<file path="config.mk">
export PLATFORM = sky130hd
export DESIGN_NAME = dpf_serializer
export DESIGN_NICKNAME = d
export VERILOG_FILES = /design/src/rtl/dpf_pkg.sv /design/src/rtl/dpf_edge.sv /design/src/rtl/dpf_fifo.sv /design/src/rtl/dpf_framer.sv /design/src/rtl/dpf_serializer.sv
export SDC_FILE = /design/constraint.sdc
export NUM_CORES = 1
export LEC_CHECK = 0
export ABC_AREA = 1
export BUFFER_PORTS_ARGS = -buffer_cell sky130_fd_sc_hd__buf_2
export CORE_MARGIN = 2
export CORE_UTILIZATION = 45
export CTS_CLUSTER_SIZE = 16
export DETAILED_ROUTE_END_ITERATION = 10
export PLACE_DENSITY = 0.62
export REMOVE_ABC_BUFFERS = 1
export SYNTH_ARGS = -nofsm -noshare
export SYNTH_HDL_FRONTEND = slang
export SYNTH_SLANG_ARGS = --single-unit
</file>
<file path="constraint.sdc">
create_clock -name clk_i -period 11 [get_ports clk_i]
set_input_delay 2.2 -clock clk_i [delete_from_list [all_inputs] [get_ports clk_i]]
set_output_delay 2.2 -clock clk_i [all_outputs]
set_load 0.02 [all_outputs]
</file>
<file path="src/rtl/dpf_pkg.sv">
package dpf_pkg;

    localparam int ELEM_MAX = 32;

    typedef enum logic [1:0] {
        S_IDLE  = 2'd0,
        S_DELAY = 2'd1,
        S_SHIFT = 2'd2
    } frm_state_e;

    // width code to element length in bits
    function automatic logic [5:0] elem_bits(input logic [2:0] code);
        logic [5:0] n;
        case (code)
            3'd0:    n = 6'd8;
            3'd1:    n = 6'd10;
            3'd2:    n = 6'd12;
            3'd3:    n = 6'd14;
            3'd4:    n = 6'd16;
            3'd5:    n = 6'd20;
            3'd6:    n = 6'd24;
            default: n = 6'd32;
        endcase
        return n;
    endfunction

endpackage

</file>
<file path="src/rtl/dpf_edge.sv">
module dpf_edge (
    input  logic clk_i,
    input  logic rst_ni,
    input  logic bclk_i,
    input  logic fs_i,
    input  logic launch_fall_i,
    input  logic fs_low_i,
    output logic tick_o,
    output logic fs_edge_o
);

    typedef struct packed {
        logic bclk;
        logic fs_prev;
    } edge_st_t;

    edge_st_t st_d, st_q;
    logic     fs_act;

    always_comb begin
        st_d      = st_q;
        st_d.bclk = bclk_i;
        fs_act    = fs_i ^ fs_low_i;
        tick_o    = launch_fall_i ? (st_q.bclk & ~bclk_i) : (~st_q.bclk & bclk_i);
        fs_edge_o = tick_o & fs_act & ~st_q.fs_prev;
        if (tick_o) begin
            st_d.fs_prev = fs_act;
        end
    end

    always_ff @(posedge clk_i) begin
        if (!rst_ni) begin
            st_q <= '0;
        end else begin
            st_q <= st_d;
        end
    end

    // one bit-clock edge never yields two consecutive launch ticks
    a_r6_tick_isolated: assert property (@(posedge clk_i) disable iff (!rst_ni)
        tick_o |=> !tick_o);

endmodule

</file>
<file path="src/rtl/dpf_fifo.sv">
module dpf_fifo #(
    parameter int WIDTH = 32,
    parameter int DEPTH = 16
) (
    input  logic             clk_i,
    input  logic             rst_ni,
    input  logic             wr_i,
    input  logic [WIDTH-1:0] wr_data_i,
    input  logic             rd_i,
    output logic [WIDTH-1:0] rd_data_o,
    output logic             empty_o,
    output logic             full_o
);

    localparam int PTR_W = (DEPTH > 1) ? $clog2(DEPTH) : 1;
    localparam int CNT_W = $clog2(DEPTH + 1);

    typedef struct packed {
        logic [PTR_W-1:0] wp;
        logic [PTR_W-1:0] rp;
        logic [CNT_W-1:0] cnt;
    } fifo_st_t;

    fifo_st_t         st_d, st_q;
    logic [WIDTH-1:0] mem_q [DEPTH];
    logic             push, pop;

    assign full_o    = (st_q.cnt == CNT_W'(DEPTH));
    assign empty_o   = (st_q.cnt == '0);
    assign rd_data_o = mem_q[st_q.rp];

    always_comb begin
        st_d = st_q;
        push = wr_i && !full_o;
        pop  = rd_i && !empty_o;
        if (push) begin
            st_d.wp = (st_q.wp == PTR_W'(DEPTH - 1)) ? '0 : st_q.wp + PTR_W'(1);
        end
        if (pop) begin
            st_d.rp = (st_q.rp == PTR_W'(DEPTH - 1)) ? '0 : st_q.rp + PTR_W'(1);
        end
        case ({push, pop})
            2'b10:   st_d.cnt = st_q.cnt + CNT_W'(1);
            2'b01:   st_d.cnt = st_q.cnt - CNT_W'(1);
            default: st_d.cnt = st_q.cnt;
        endcase
    end

    always_ff @(posedge clk_i) begin
        if (!rst_ni) begin
            st_q <= '0;
        end else begin
            st_q <= st_d;
        end
    end

    always_ff @(posedge clk_i) begin
        if (push) begin
            mem_q[st_q.wp] <= wr_data_i;
        end
    end

    // a write into a full store with no read leaves the level unchanged
    a_r8_full_drops_write: assert property (@(posedge clk_i) disable iff (!rst_ni)
        (full_o && wr_i && !rd_i) |=> $stable(st_q.cnt));

    // an accepted write with no read raises the level by one
    a_r8_write_counts: assert property (@(posedge clk_i) disable iff (!rst_ni)
        (wr_i && !full_o && !rd_i) |=> (st_q.cnt == $past(st_q.cnt) + CNT_W'(1)));

endmodule

</file>
<file path="src/rtl/dpf_framer.sv">
module dpf_framer
    import dpf_pkg::*;
#(
    parameter int WORD_W = 32,
    parameter int FLEN_W = 6
) (
    input  logic              clk_i,
    input  logic              rst_ni,
    input  logic              tick_i,
    input  logic              fs_edge_i,
    input  logic              dual_i,
    input  logic [FLEN_W-1:0] cnt1_i,
    input  logic [FLEN_W-1:0] cnt2_i,
    input  logic [2:0]        wid1_i,
    input  logic [2:0]        wid2_i,
    input  logic [1:0]        delay_i,
    input  logic [WORD_W-1:0] fifo_data_i,
    input  logic              fifo_empty_i,
    output logic              pop_o,
    output logic              sd_o,
    output logic              busy_o,
    output logic              underrun_o,
    output logic              fs_err_o
);

    localparam int ECNT_W = FLEN_W + 1;
    localparam int BIT_W  = $clog2(ELEM_MAX);

    typedef struct packed {
        frm_state_e          state;
        logic                phase;
        logic [ECNT_W-1:0]   elem_left;
        logic [BIT_W-1:0]    bits_left;
        logic [ELEM_MAX-1:0] sh;
        logic [1:0]          dly;
        logic                sd;
        logic                udr;
        logic                fserr;
    } frm_st_t;

    localparam frm_st_t RST_VAL = '{state: S_IDLE, default: '0};

    frm_st_t             st_d, st_q;
    logic                go, begin_frame, finishing;
    logic [5:0]          len;
    logic [ELEM_MAX-1:0] word, aligned;

    always_comb begin
        st_d        = st_q;
        st_d.udr    = 1'b0;
        st_d.fserr  = 1'b0;
        pop_o       = 1'b0;
        go          = 1'b0;
        begin_frame = 1'b0;
        len         = '0;
        word        = '0;
        aligned     = '0;
        finishing   = (st_q.bits_left == '0) && (st_q.elem_left == '0)
                      && !(!st_q.phase && dual_i);

        if (tick_i) begin
            case (st_q.state)
                S_IDLE: begin
                    if (fs_edge_i) begin
                        begin_frame = 1'b1;
                    end
                end
                S_DELAY: begin
                    if (fs_edge_i) begin
                        st_d.fserr = 1'b1;
                    end
                    if (st_q.dly == '0) begin
                        go = 1'b1;
                    end else begin
                        st_d.dly = st_q.dly - 2'd1;
                    end
                end
                S_SHIFT: begin
                    if (finishing) begin
                        if (fs_edge_i) begin
                            begin_frame = 1'b1;
                        end else begin
                            st_d.state = S_IDLE;
                            st_d.sd    = 1'b0;
                        end
                    end else begin
                        if (fs_edge_i) begin
                            st_d.fserr = 1'b1;
                        end
                        go = 1'b1;
                    end
                end
                default: st_d.state = S_IDLE;
            endcase
        end

        if (begin_frame) begin
            st_d.phase     = 1'b0;
            st_d.elem_left = {1'b0, cnt1_i} + ECNT_W'(1);
            st_d.bits_left = '0;
            st_d.sd        = 1'b0;
            if (delay_i == 2'd0) begin
                go = 1'b1;
            end else begin
                st_d.state = S_DELAY;
                st_d.dly   = delay_i - 2'd1;
            end
        end

        if (go) begin
            st_d.state = S_SHIFT;
            if (st_d.bits_left != '0) begin
                st_d.sd        = st_d.sh[ELEM_MAX-1];
                st_d.sh        = st_d.sh << 1;
                st_d.bits_left = st_d.bits_left - BIT_W'(1);
            end else begin
                if (st_d.elem_left == '0) begin
                    st_d.phase     = 1'b1;
                    st_d.elem_left = {1'b0, cnt2_i} + ECNT_W'(1);
                end
                st_d.elem_left = st_d.elem_left - ECNT_W'(1);
                pop_o          = !fifo_empty_i;
                st_d.udr       = fifo_empty_i;
                word           = fifo_empty_i ? '0 : fifo_data_i[ELEM_MAX-1:0];
                len            = elem_bits(st_d.phase ? wid2_i : wid1_i);
                aligned        = word << (6'(ELEM_MAX) - len);
                st_d.sd        = aligned[ELEM_MAX-1];
                st_d.sh        = aligned << 1;
                st_d.bits_left = BIT_W'(len - 6'd1);
            end
        end
    end

    always_ff @(posedge clk_i) begin
        if (!rst_ni) begin
            st_q <= RST_VAL;
        end else begin
            st_q <= st_d;
        end
    end

    assign sd_o       = st_q.sd;
    assign busy_o     = (st_q.state != S_IDLE);
    assign underrun_o = st_q.udr;
    assign fs_err_o   = st_q.fserr;

    // the line stays low during the lead-in
    a_r5_delay_quiet: assert property (@(posedge clk_i) disable iff (!rst_ni)
        (st_q.state == S_DELAY) |-> !st_q.sd);

    // an idle transmitter drives zero
    a_r7_idle_quiet: assert property (@(posedge clk_i) disable iff (!rst_ni)
        !busy_o |-> !sd_o);

    // nothing moves between launch ticks
    a_r7_hold_between_ticks: assert property (@(posedge clk_i) disable iff (!rst_ni)
        (st_q.state != S_IDLE && !tick_i) |=> ($stable(st_q.state) && $stable(st_q.sd)));

    // an underrun pulse follows a load from an empty store
    a_r9_underrun_from_empty: assert property (@(posedge clk_i) disable iff (!rst_ni)
        st_q.udr |-> $past(fifo_empty_i));

    // a sync error is only reported for an edge inside a frame
    a_r10_fserr_in_frame: assert property (@(posedge clk_i) disable iff (!rst_ni)
        st_q.fserr |-> ($past(st_q.state) != S_IDLE));

endmodule

</file>
<file path="src/rtl/dpf_serializer.sv">
module dpf_serializer #(
    parameter int WORD_W     = 32,
    parameter int FIFO_DEPTH = 16,
    parameter int FLEN_W     = 6
) (
    input  logic              clk_i,
    input  logic              rst_ni,
    input  logic              bclk_i,
    input  logic              fs_i,
    input  logic              wr_en_i,
    input  logic [WORD_W-1:0] wr_data_i,
    input  logic              dual_phase_i,
    input  logic [FLEN_W-1:0] p1_count_i,
    input  logic [FLEN_W-1:0] p2_count_i,
    input  logic [2:0]        p1_width_i,
    input  logic [2:0]        p2_width_i,
    input  logic [1:0]        delay_i,
    input  logic              launch_fall_i,
    input  logic              fs_low_i,
    output logic              sd_o,
    output logic              busy_o,
    output logic              fifo_empty_o,
    output logic              fifo_full_o,
    output logic              underrun_o,
    output logic              fs_err_o
);

    logic              tick, fs_edge, pop;
    logic [WORD_W-1:0] head;

    dpf_edge i_edge (
        .clk_i         (clk_i),
        .rst_ni        (rst_ni),
        .bclk_i        (bclk_i),
        .fs_i          (fs_i),
        .launch_fall_i (launch_fall_i),
        .fs_low_i      (fs_low_i),
        .tick_o        (tick),
        .fs_edge_o     (fs_edge)
    );

    dpf_fifo #(
        .WIDTH (WORD_W),
        .DEPTH (FIFO_DEPTH)
    ) i_fifo (
        .clk_i     (clk_i),
        .rst_ni    (rst_ni),
        .wr_i      (wr_en_i),
        .wr_data_i (wr_data_i),
        .rd_i      (pop),
        .rd_data_o (head),
        .empty_o   (fifo_empty_o),
        .full_o    (fifo_full_o)
    );

    dpf_framer #(
        .WORD_W (WORD_W),
        .FLEN_W (FLEN_W)
    ) i_framer (
        .clk_i        (clk_i),
        .rst_ni       (rst_ni),
        .tick_i       (tick),
        .fs_edge_i    (fs_edge),
        .dual_i       (dual_phase_i),
        .cnt1_i       (p1_count_i),
        .cnt2_i       (p2_count_i),
        .wid1_i       (p1_width_i),
        .wid2_i       (p2_width_i),
        .delay_i      (delay_i),
        .fifo_data_i  (head),
        .fifo_empty_i (fifo_empty_o),
        .pop_o        (pop),
        .sd_o         (sd_o),
        .busy_o       (busy_o),
        .underrun_o   (underrun_o),
        .fs_err_o     (fs_err_o)
    );

endmodule

</file>
==> impl_metrics.json <==
{
  "outcome": "completed",
  "slew_headroom": 0.3135,
  "clock_latency_ps": 620,
  "htree_levels": 2,
  "synth_area_leaders": "edfxtp_1 (61%), o21ai_0 (6.1%), dfxtp_1 (5.6%)",
  "avgSynthCellArea_um2": 11.02,
  "die_x_um": 239.9,
  "setup_ws_ps": 5327,
  "portBuffers": 65,
  "final_common_cell": "edfxtp_1",
  "power.leakage_nw": 9.837,
  "wl_per_cell_um": 21.56,
  "antenna_left": 0,
  "drt_wl_total_mm": 66.59,
  "p_comb_frac": 0.158,
  "cts_inserted_buffers": 59,
  "crit_path_top_delay_cell": "inv_2",
  "hold_viol_final": 0,
  "setup_tns_ps": 0,
  "dp_slack_ps": 4704,
  "setup_viol": 0,
  "drt_iter0_markers": 1803,
  "grt_pass1_vias": 17000,
  "post_cts_buffers": 0,
  "ctsResizeCount": 0,
  "crit_required_ps": 11540,
  "synth_cells": 2272,
  "clockRootBuffer": "clkbuf_16",
  "cts_tree": "yes",
  "clk_pin_slew_ps": 60,
  "layout.nets": 2370,
  "firstDrtPassIters": 5,
  "synth_edf_count": 512,
  "seq_area_frac_synth": 0.6699,
  "rsz0062_at_grt": "no",
  "syn_area_um2": 25040,
  "num_vias": 17650,
  "mostFrequentLayoutCells": "edfxtp_1 (512), nand2_1 (331), nor2_1 (318)",
  "core-area_um2": 55090,
  "period_needed_ps": 5673,
  "finClkSkew_ps": 12.73,
  "post-route-util": 0.5064,
  "clockPowerShare": 0.365,
  "yosys_warnings": 0,
  "path_class": "in2reg",
  "synth_top_area_frac": 0.6140,
  "grt_usage": 0.2330,
  "cts_buffer_depth": 3,
  "dieArea_um2": 57550,
  "synthFlopType": "edfxtp_1",
  "drc_errors": 0,
  "synthArstFlopShare": 0,
  "rows": 86,
  "cp_slowest_stage_delay_ps": 470,
  "hpwl_mm": 34.89,
  "synth_top_cell_by_area": "edfxtp_1",
  "post-route-period-util": 0.5157,
  "ys_seq_elements": 582,
  "hold_path_class": "reg2reg",
  "grt_max_degree": 104,
  "path_max_fanout": 35,
  "grt_pass1_wl_mm": 101.4,
  "fmax_mhz": 176.3,
  "final_max_slew_viol_count": 0,
  "fp.dieH_um": 239.9,
  "ctsHoldBuffers": 0,
  "gp_congestion": 0.8984,
  "cts.sink_count": 582,
  "end_kind": "register",
  "switching_share": 0.2785,
  "cpMostUsedCell": "inv_1",
  "vdd_drop_max_uv": 128.9,
  "ff2ff_setup_slack_ps": 6690,
  "area_growth_pct": 11.41,
  "cp-start-kind": "primary input",
  "grt_antenna_before_repair": 3,
  "drive_above_1_share": 0.1034,
  "p_int_mw": 3.712,
  "ios": 66,
  "switchingPower_mw": 1.433,
  "path_cells": "buf_2 > xor2_1 > nand3_2 > nor2_8 > nand2_4 > o21ai_2 > inv_2 > nor2_2 > clkinv_1 > nor2_2 > ha_1 > inv_1 > fa_1 > inv_1 > a31oi_1 > inv_1 > o21ai_0 > a21oi_1 > o21ai_0 > a21oi_1",
  "routed_via_density": 5.713,
  "worstMarginPinSlew_ps": 1027,
  "power_density_nw_per_um2": 184.4,
  "maxCapViolCount": 0,
  "synth.distinct_cells": 49,
  "p_seq_frac": 0.477,
  "start_util": 0.4545,
  "cp.arrival_ps": 6220,
  "grt_overflow": 0
}
per-layer routing:
layer | share of wire | global-route usage | vias to the layer above
li1 | - | - | 8243
met1 | 0.44 | 0.3183 | 8706
met2 | 0.47 | 0.3792 | 559
met3 | 0.064 | 0.03731 | 135
met4 | 0.030 | 0.08187 | 4
met5 | 0.00032 | 0 | -
final timing paths:
| path | start | to | cells after the start |
|---|---|---|---|
| setup / recovery | fs_low_i | i_fifo.st_q[4] | 20 |
| hold / removal | i_framer.st_q[14] | i_framer.st_q[14] | 2 |
| setup reg to reg | i_framer.st_q[40] | i_fifo.st_q[4] | 21 |
| hold reg to reg | i_framer.st_q[14] | i_framer.st_q[14] | 2 |
synthesized netlist by cell type (all sizes together) (3+ instances only):
library cell and instances:
a211oi 3, a21oi 64, a22oi 3, a31o 4, a31oi 3, buf 26, clkbuf 113, clkinv 4
dfxtp 70, edfxtp 512, ha 18, inv 92, nand2 351, nand3 152, nand3b 5, nand4 9
nor2 342, o211ai 5, o21ai 334, o221ai 104, o22ai 27, o31ai 3, or2 4, xnor2 3
xor2 9
sequential cells by signal, summed over array words and instances (netlist names), named ones only:
name                 cells
i_fifo.mem_q           512
i_framer.st_q           48
i_framer.fs_err_o        1
i_fifo.st_q             13
i_framer.underrun_o      1
i_framer.sd_o            1
i_edge.st_q              2
worst max-delay path: cells and delay by family:
kind            cells  cell delay [ps]
fa+ha+maj           2              720
simple gates        5             1130
xor+xnor            1              180
buf+inv             6             1100
compound gates      6              850
layout make-up:
class                           count  area, um2
Clock buffer                       78       1569
Antenna cell                        1      2.502
Inverter                           96      369.1
Timing Repair Buffer               97      565.5
Multi-Input combinational cell   1455       7438
Tap cell                          748      935.9
Fill cell                        4920      27190
Sequential cell                   582      16780
Clock inverter                     32      234.0
kinds of logic (layout without fill, tap and decap cells):
logic type      count (synthesis)  in the layout  synth area share
simple gates                  867            867            0.1459
compound gates                557            557            0.1320
flops                         582            582            0.6699
buf+inv                       235            303           0.03812
xor+xnor                       12             12          0.004197
other cells                     0              1                 0
fa+ha+maj                      19             19          0.009793
power by group through the flow:
stage	combinational, mW	sequential [mW]	clock [mW]
CTS	0.806	2.45	1.91
global placement	0.796	2.50	0
floorplan	0.538	2.50	0
detailed placement	0.802	2.50	0
finish	0.813	2.45	1.88
global route	0.908	2.46	1.99
through the flow:
stage	hold slack (ps)	total power [mW]	area [um2]	instances
3_5_place_dp	438.9	3.303	26090	2978
3_3_place_gp	433.0	3.296	26090	2978
4_1_cts	455.0	5.169	27900	3088
5_1_grt	469.2	5.352	27900	3089
2_1_floorplan	426.2	3.041	24450	2133
6_report	450.0	5.145	27900	3089
Power figures use the tool's default switching activity.
